**src/rtl/bdec_pkg.sv**
```systemverilog
package bdec_pkg;

    localparam int ADDR_W  = 24;
    localparam int IDX_W   = 4;
    localparam int NUM_DEV = 8;
    localparam int DEV_W   = $clog2(NUM_DEV);

    localparam int DEV_CHIP = 0;
    localparam int DEV_SLOW = 1;
    localparam int DEV_FAST = 2;
    localparam int DEV_PIA  = 3;
    localparam int DEV_PIB  = 4;
    localparam int DEV_CUST = 5;
    localparam int DEV_ACFG = 6;
    localparam int DEV_ROM  = 7;

    localparam logic [ADDR_W-1:0] CHIP_TOP_HALF = 24'h07FFFF;
    localparam logic [ADDR_W-1:0] CHIP_TOP_FULL = 24'h0FFFFF;
    localparam logic [ADDR_W-1:0] FAST_LO       = 24'h200000;
    localparam logic [ADDR_W-1:0] FAST_HI       = 24'h9FFFFF;
    localparam logic [ADDR_W-1:0] SLOW_LO       = 24'hC00000;
    localparam logic [ADDR_W-1:0] SLOW_HI       = 24'hD7FFFF;

    // Fixed windows: peripheral A, peripheral B, custom, autoconfig, ROM
    localparam int NUM_WIN = 5;
    localparam logic [NUM_WIN-1:0][ADDR_W-1:0] WIN_LO = {
        24'hFC0000, 24'hE80000, 24'hDFF000, 24'hBFD000, 24'hBFE000};
    localparam logic [NUM_WIN-1:0][ADDR_W-1:0] WIN_HI = {
        24'hFFFFFF, 24'hEFFFFF, 24'hDFF1FF, 24'hBFDFFF, 24'hBFEFFF};
    localparam logic [NUM_WIN-1:0][DEV_W-1:0] WIN_DEV = {
        3'(DEV_ROM), 3'(DEV_ACFG), 3'(DEV_CUST), 3'(DEV_PIB), 3'(DEV_PIA)};

    typedef struct packed {
        logic [ADDR_W-1:0] addr;
        logic              as;
        logic              rd;
        logic              uds;
        logic              lds;
        logic              d0;
    } bus_sample_t;

    typedef enum logic [0:0] {
        OVL_MIRROR = 1'b0,
        OVL_OFF    = 1'b1
    } ovl_state_t;

endpackage

```
**src/rtl/bdec_bus_reg.sv**
```systemverilog
module bdec_bus_reg
    import bdec_pkg::*;
(
    input  logic        clk,
    input  logic        rst_n,
    input  bus_sample_t smp_d,
    output bus_sample_t smp_q
);

    always_ff @(posedge clk or negedge rst_n) begin
        if (!rst_n) begin
            smp_q <= '0;
        end else begin
            smp_q <= smp_d;
        end
    end

endmodule

```
**src/rtl/bdec_region_map.sv**
```systemverilog
module bdec_region_map
    import bdec_pkg::*;
(
    input  bus_sample_t        smp,
    input  logic               mode_1mb,
    input  logic               fast_present,
    input  logic               slow_present,
    input  logic               overlay_on,
    output logic [NUM_DEV-1:0] sel,
    output logic               no_device,
    output logic [IDX_W-1:0]   reg_idx,
    output logic               slow_cycle
);

    logic [NUM_WIN-1:0] win_hit;
    logic               chip_hit;
    logic               fast_hit;
    logic               slow_hit;
    logic [NUM_DEV-1:0] raw;

    for (genvar w = 0; w < NUM_WIN; w++) begin : g_win
        assign win_hit[w] = (smp.addr >= WIN_LO[w]) && (smp.addr <= WIN_HI[w]);
    end

    always_comb begin
        chip_hit = mode_1mb ? (smp.addr <= CHIP_TOP_FULL)
                            : (smp.addr <= CHIP_TOP_HALF);
        fast_hit = fast_present && (smp.addr >= FAST_LO) && (smp.addr <= FAST_HI);
        slow_hit = slow_present && (smp.addr >= SLOW_LO) && (smp.addr <= SLOW_HI);

        raw = '0;
        if (chip_hit) begin
            if (overlay_on && smp.rd) begin
                raw[DEV_ROM] = 1'b1;
            end else begin
                raw[DEV_CHIP] = 1'b1;
            end
        end
        raw[DEV_FAST] = fast_hit;
        raw[DEV_SLOW] = slow_hit;
        for (int w = 0; w < NUM_WIN; w++) begin
            if (win_hit[w]) begin
                raw[WIN_DEV[w]] = 1'b1;
            end
        end
        // each peripheral answers only on its own byte lane
        raw[DEV_PIA] = raw[DEV_PIA] && smp.lds;
        raw[DEV_PIB] = raw[DEV_PIB] && smp.uds;

        sel        = smp.as ? raw : '0;
        no_device  = smp.as && (raw == '0);
        slow_cycle = sel[DEV_PIA] || sel[DEV_PIB];
        reg_idx    = slow_cycle ? smp.addr[11:8] : '0;
    end

endmodule

```
**src/rtl/bdec_overlay_fsm.sv**
```systemverilog
module bdec_overlay_fsm
    import bdec_pkg::*;
(
    input  logic clk,
    input  logic rst_n,
    input  logic clear_req,
    output logic overlay_on
);

    ovl_state_t state_q;
    ovl_state_t state_d;

    always_ff @(posedge clk or negedge rst_n) begin
        if (!rst_n) begin
            state_q <= OVL_MIRROR;
        end else begin
            state_q <= state_d;
        end
    end

    always_comb begin
        state_d    = state_q;
        overlay_on = 1'b0;
        unique case (state_q)
            OVL_MIRROR: begin
                overlay_on = 1'b1;
                if (clear_req) begin
                    state_d = OVL_OFF;
                end
            end
            OVL_OFF: begin
                overlay_on = 1'b0;
            end
            default: begin
                state_d    = OVL_MIRROR;
                overlay_on = 1'b1;
            end
        endcase
    end

endmodule

```
**src/rtl/bus_region_decoder.sv**
```systemverilog
module bus_region_decoder
    import bdec_pkg::*;
(
    input  logic               clk,
    input  logic               rst_n,
    input  logic [ADDR_W-1:0]  bus_addr,
    input  logic               bus_as,
    input  logic               bus_read,
    input  logic               bus_uds,
    input  logic               bus_lds,
    input  logic               bus_d0,
    input  logic               mode_1mb,
    input  logic               fast_present,
    input  logic               slow_present,
    output logic [NUM_DEV-1:0] dev_sel,
    output logic               no_device,
    output logic [IDX_W-1:0]   reg_idx,
    output logic               slow_cycle
);

    bus_sample_t smp_d;
    bus_sample_t smp_q;
    logic        overlay_on;
    logic        clear_req;

    always_comb begin
        smp_d.addr = bus_addr;
        smp_d.as   = bus_as;
        smp_d.rd   = bus_read;
        smp_d.uds  = bus_uds;
        smp_d.lds  = bus_lds;
        smp_d.d0   = bus_d0;
    end

    bdec_bus_reg u_bus_reg (
        .clk   (clk),
        .rst_n (rst_n),
        .smp_d (smp_d),
        .smp_q (smp_q)
    );

    bdec_region_map u_map (
        .smp          (smp_q),
        .mode_1mb     (mode_1mb),
        .fast_present (fast_present),
        .slow_present (slow_present),
        .overlay_on   (overlay_on),
        .sel          (dev_sel),
        .no_device    (no_device),
        .reg_idx      (reg_idx),
        .slow_cycle   (slow_cycle)
    );

    assign clear_req = !smp_q.rd && smp_q.lds && dev_sel[DEV_PIA]
                       && (reg_idx == '0) && !smp_q.d0;

    bdec_overlay_fsm u_ovl (
        .clk        (clk),
        .rst_n      (rst_n),
        .clear_req  (clear_req),
        .overlay_on (overlay_on)
    );

endmodule

```
**config.mk**
```make
export PLATFORM = sky130hd
export DESIGN_NAME = bus_region_decoder
export DESIGN_NICKNAME = d
export VERILOG_FILES = /design/src/rtl/bdec_pkg.sv /design/src/rtl/bdec_bus_reg.sv /design/src/rtl/bdec_region_map.sv /design/src/rtl/bdec_overlay_fsm.sv /design/src/rtl/bus_region_decoder.sv
export SDC_FILE = /design/constraint.sdc
export NUM_CORES = 1
export LEC_CHECK = 0
export ABC_AREA = 1
export ABC_CLOCK_PERIOD_IN_PS = 1200
export CAP_MARGIN = 20
export CORE_ASPECT_RATIO = 1.75
export CORE_MARGIN = 1
export CORE_UTILIZATION = 38
export DETAILED_ROUTE_END_ITERATION = 10
export GPL_ROUTABILITY_DRIVEN = 0
export GPL_TIMING_DRIVEN = 0
export PLACE_DENSITY = 0.75
export SYNTH_ARGS = -nofsm -noshare
export SYNTH_HDL_FRONTEND = slang
export SYNTH_SLANG_ARGS = --single-unit
```
**constraint.sdc**
```tcl
create_clock -name clk -period 1.2 [get_ports clk]
set_input_delay 0.18 -clock clk [delete_from_list [all_inputs] [get_ports clk]]
set_output_delay 0.18 -clock clk [all_outputs]
set_load 0.1 [all_outputs]
```
==> run metrics <==
Final period util=1.61; worst-margin pin slew=0.432 ns; R2R cell count=11; syn_nets=150; grt ovf=0; row count=26; total track usage=0.168; Max Cap Viol=0; Clock Latency Late Sink=0.27 ns; Worst setup EP type=primary output; Final Hold Vio Count=0; drt drc=0; hold_buf cts=0; sequential cell area fraction in the yosys report=0.634; Main synth FF type=dfrtp_1; Worst R2R End=u_ovl.state_q$_DFF_PN0_; Worst Hold Class=in -> async; vias per cell=4.82; Async SR Flop Fraction=1.00; Final TNS setup=-8.59 ns; clk slew on worst S/H paths=about 0.05 ns; worst vdd ir=0.00126 V; H-Tree Depth=2; yosys warns=0; Post-Synthesis Cells=between 100 and 150; clk buf depth=2; Setup crit start kind=register; arrival time worst endpoint=1.75 ns; final slew viol count=0; DP HPWL=1910 um; power density over the cells=945 nW/um^2; Fmax=roughly 520 MHz; min Tclk post-route=1.93 ns; RSZ-0062 raised after global routing=true; vias=1050; Die X=about 44 um; status=complete, but fails checks; r2r setup slk=-0.44 ns; die height=75.8 um; LEAKAGE=0.973 nW; placed cells=around 190; Post-synth EDFFs=0; wire per inst=around 12 um; vias in the first global route=1000; Iteration-0 DRC Markers=15; syn_area_per_cell=10.2 um^2; first-pass GRT wire length=3880 um; Root Buffer=clkbuf_8; clk sinks=30; worst setup margin=-0.734 ns; CTS tree=yes; layout cells sized above 1=0.437; Ports=48; Pre-Repair DR Iteration Count=5; initial antenna violation count=0; Seq cells post-synth=30; core area=2930 um^2; CP max FO=3; Diodes inserted=0; WS Path Type=reg -> out; Layout Nets=224; failing checks=setup timing; r2r startpoint=u_bus_reg.smp_q[26]$_DFF_PN0_; final non-filler cell total=around 220; CTS buffer count=5; Post-DRT Antenna Nets=0; final setup fails=15; Clock Skew=0.00561 ns; Max transition margin=0.711; Critical Path RT=1.02 ns; synthesized cell area=about 1200 um^2; Initial Util=0.404; synth unique cells=21; area delta synth->final=91.0%; largest net degree at the start of global routing=24; total chip power=about 2.1 mW; Die Area=3350 um^2; Port-buffer cells=47; final WL=2580 um; Final Util=0.772
==> cells by family (layout without fill, tap and decap cells) <==
family,Yosys count,in the layout,share of synthesized area
and+or+nand+nor,61,61,0.270
buffers and inverters,19,93,0.0603
AOI/OAI and AO/OA,6,6,0.0359
DFF,30,30,0.634
==> layout make-up <==
class / instances / area [um^2]
tap: 28 / 35.0
fill: 186 / 667
clock buffer: 7 / 76.3
timing repair buffer: 67 / 791
inverter: 19 / 90.1
sequential: 30 / 752
multi-input combinational: 67 / 517
==> state kept, by name, summed over array words and instances (netlist names) <==
| name | flops |
|---|---|
| u_ovl.state_q | 1 |
| u_bus_reg.smp_q | 29 |
==> critical path: stages, from the launching register on <==
cell	delay (ns)
dfrtp_1	0.41
inv_2	0.07
o21ai_2	0.14
nor2_2	0.07
o21ai_2	0.09
o211ai_1	0.12
nor2_1	0.10
nand4_1	0.16
nor2_4	0.14
buf_12	0.18
==> timing repair <==
item	in CTS	in global routing
buffers inserted	8	11
endpoints found under the hold margin	0	0
resized for setup	131	11
pin swaps	7	4
endpoints found under the setup margin	15	15
==> where the power goes <==
group | switching, mW | internal (mW) | leakage (nW)
Sequential | 0.0329 | 1.06 | 0.351
Clock | 0.297 | 0.396 | 0.0383
Combinational | 0.165 | 0.182 | 0.584
==> synthesized netlist by cell type (2+ instances only) <==
cell     instances  area [um^2]
nand2_2          4         25.0
nand3_1          3         15.0
nor2_1          17         63.8
nor3_1           2         10.0
o21ai_0          2         10.0
nand4_1          5         31.3
dfrtp_1         30          751
nor2_2           3         18.8
inv_1           17         63.8
nand2_1         20         75.1
nand3_2          2         20.0
inv_2            2         7.51
==> worst max path at each step <==
stage                                        startpoint         end  slack, ns
after global routing      u_bus_reg.smp_q[27]$_DFF_PN0_  reg_idx[0]      -0.80
after CTS                 u_bus_reg.smp_q[27]$_DFF_PN0_  reg_idx[0]      -0.72
after floorplan           u_bus_reg.smp_q[28]$_DFF_PN0_  dev_sel[6]      -0.66
after global placement                         mode_1mb   no_device      -1.47
after detailed placement                       mode_1mb   no_device      -1.51
final                     u_bus_reg.smp_q[24]$_DFF_PN0_   no_device      -0.73
==> routing by layer <==
layer,vias up,part of all wire,track usage
met5,-,0,0
li1,513,-,-
met2,35,0.59,0.307
met1,489,0.31,0.138
met4,0,0.057,0.165
met3,13,0.039,0.0379
==> per-stage QoR <==
step	hold WS, ns	instance area (um^2)	setup WS [ns]
floorplan	-0.116	1300	-0.662
global placement	0.488	1810	-1.47
detailed placement	0.495	1840	-1.51
CTS	0.223	2130	-0.724
global route	0.234	2260	-0.800
finish	0.217	2260	-0.734
==> cell usage in the layout (no fill, tap or decap), drive strengths merged, types with 3 or more instances in the layout <==
cell	Yosys	layout
dfrtp	30	30
clkdlybuf4s50	0	33
inv	19	16
clkbuf	0	7
nand2	25	25
nor3	3	3
nor2	21	21
nand4	6	6
o21ai	3	3
clkinvlp	0	3
nand3	5	5
buf	0	34
Note: power is estimated with default switching activity, not from simulation.
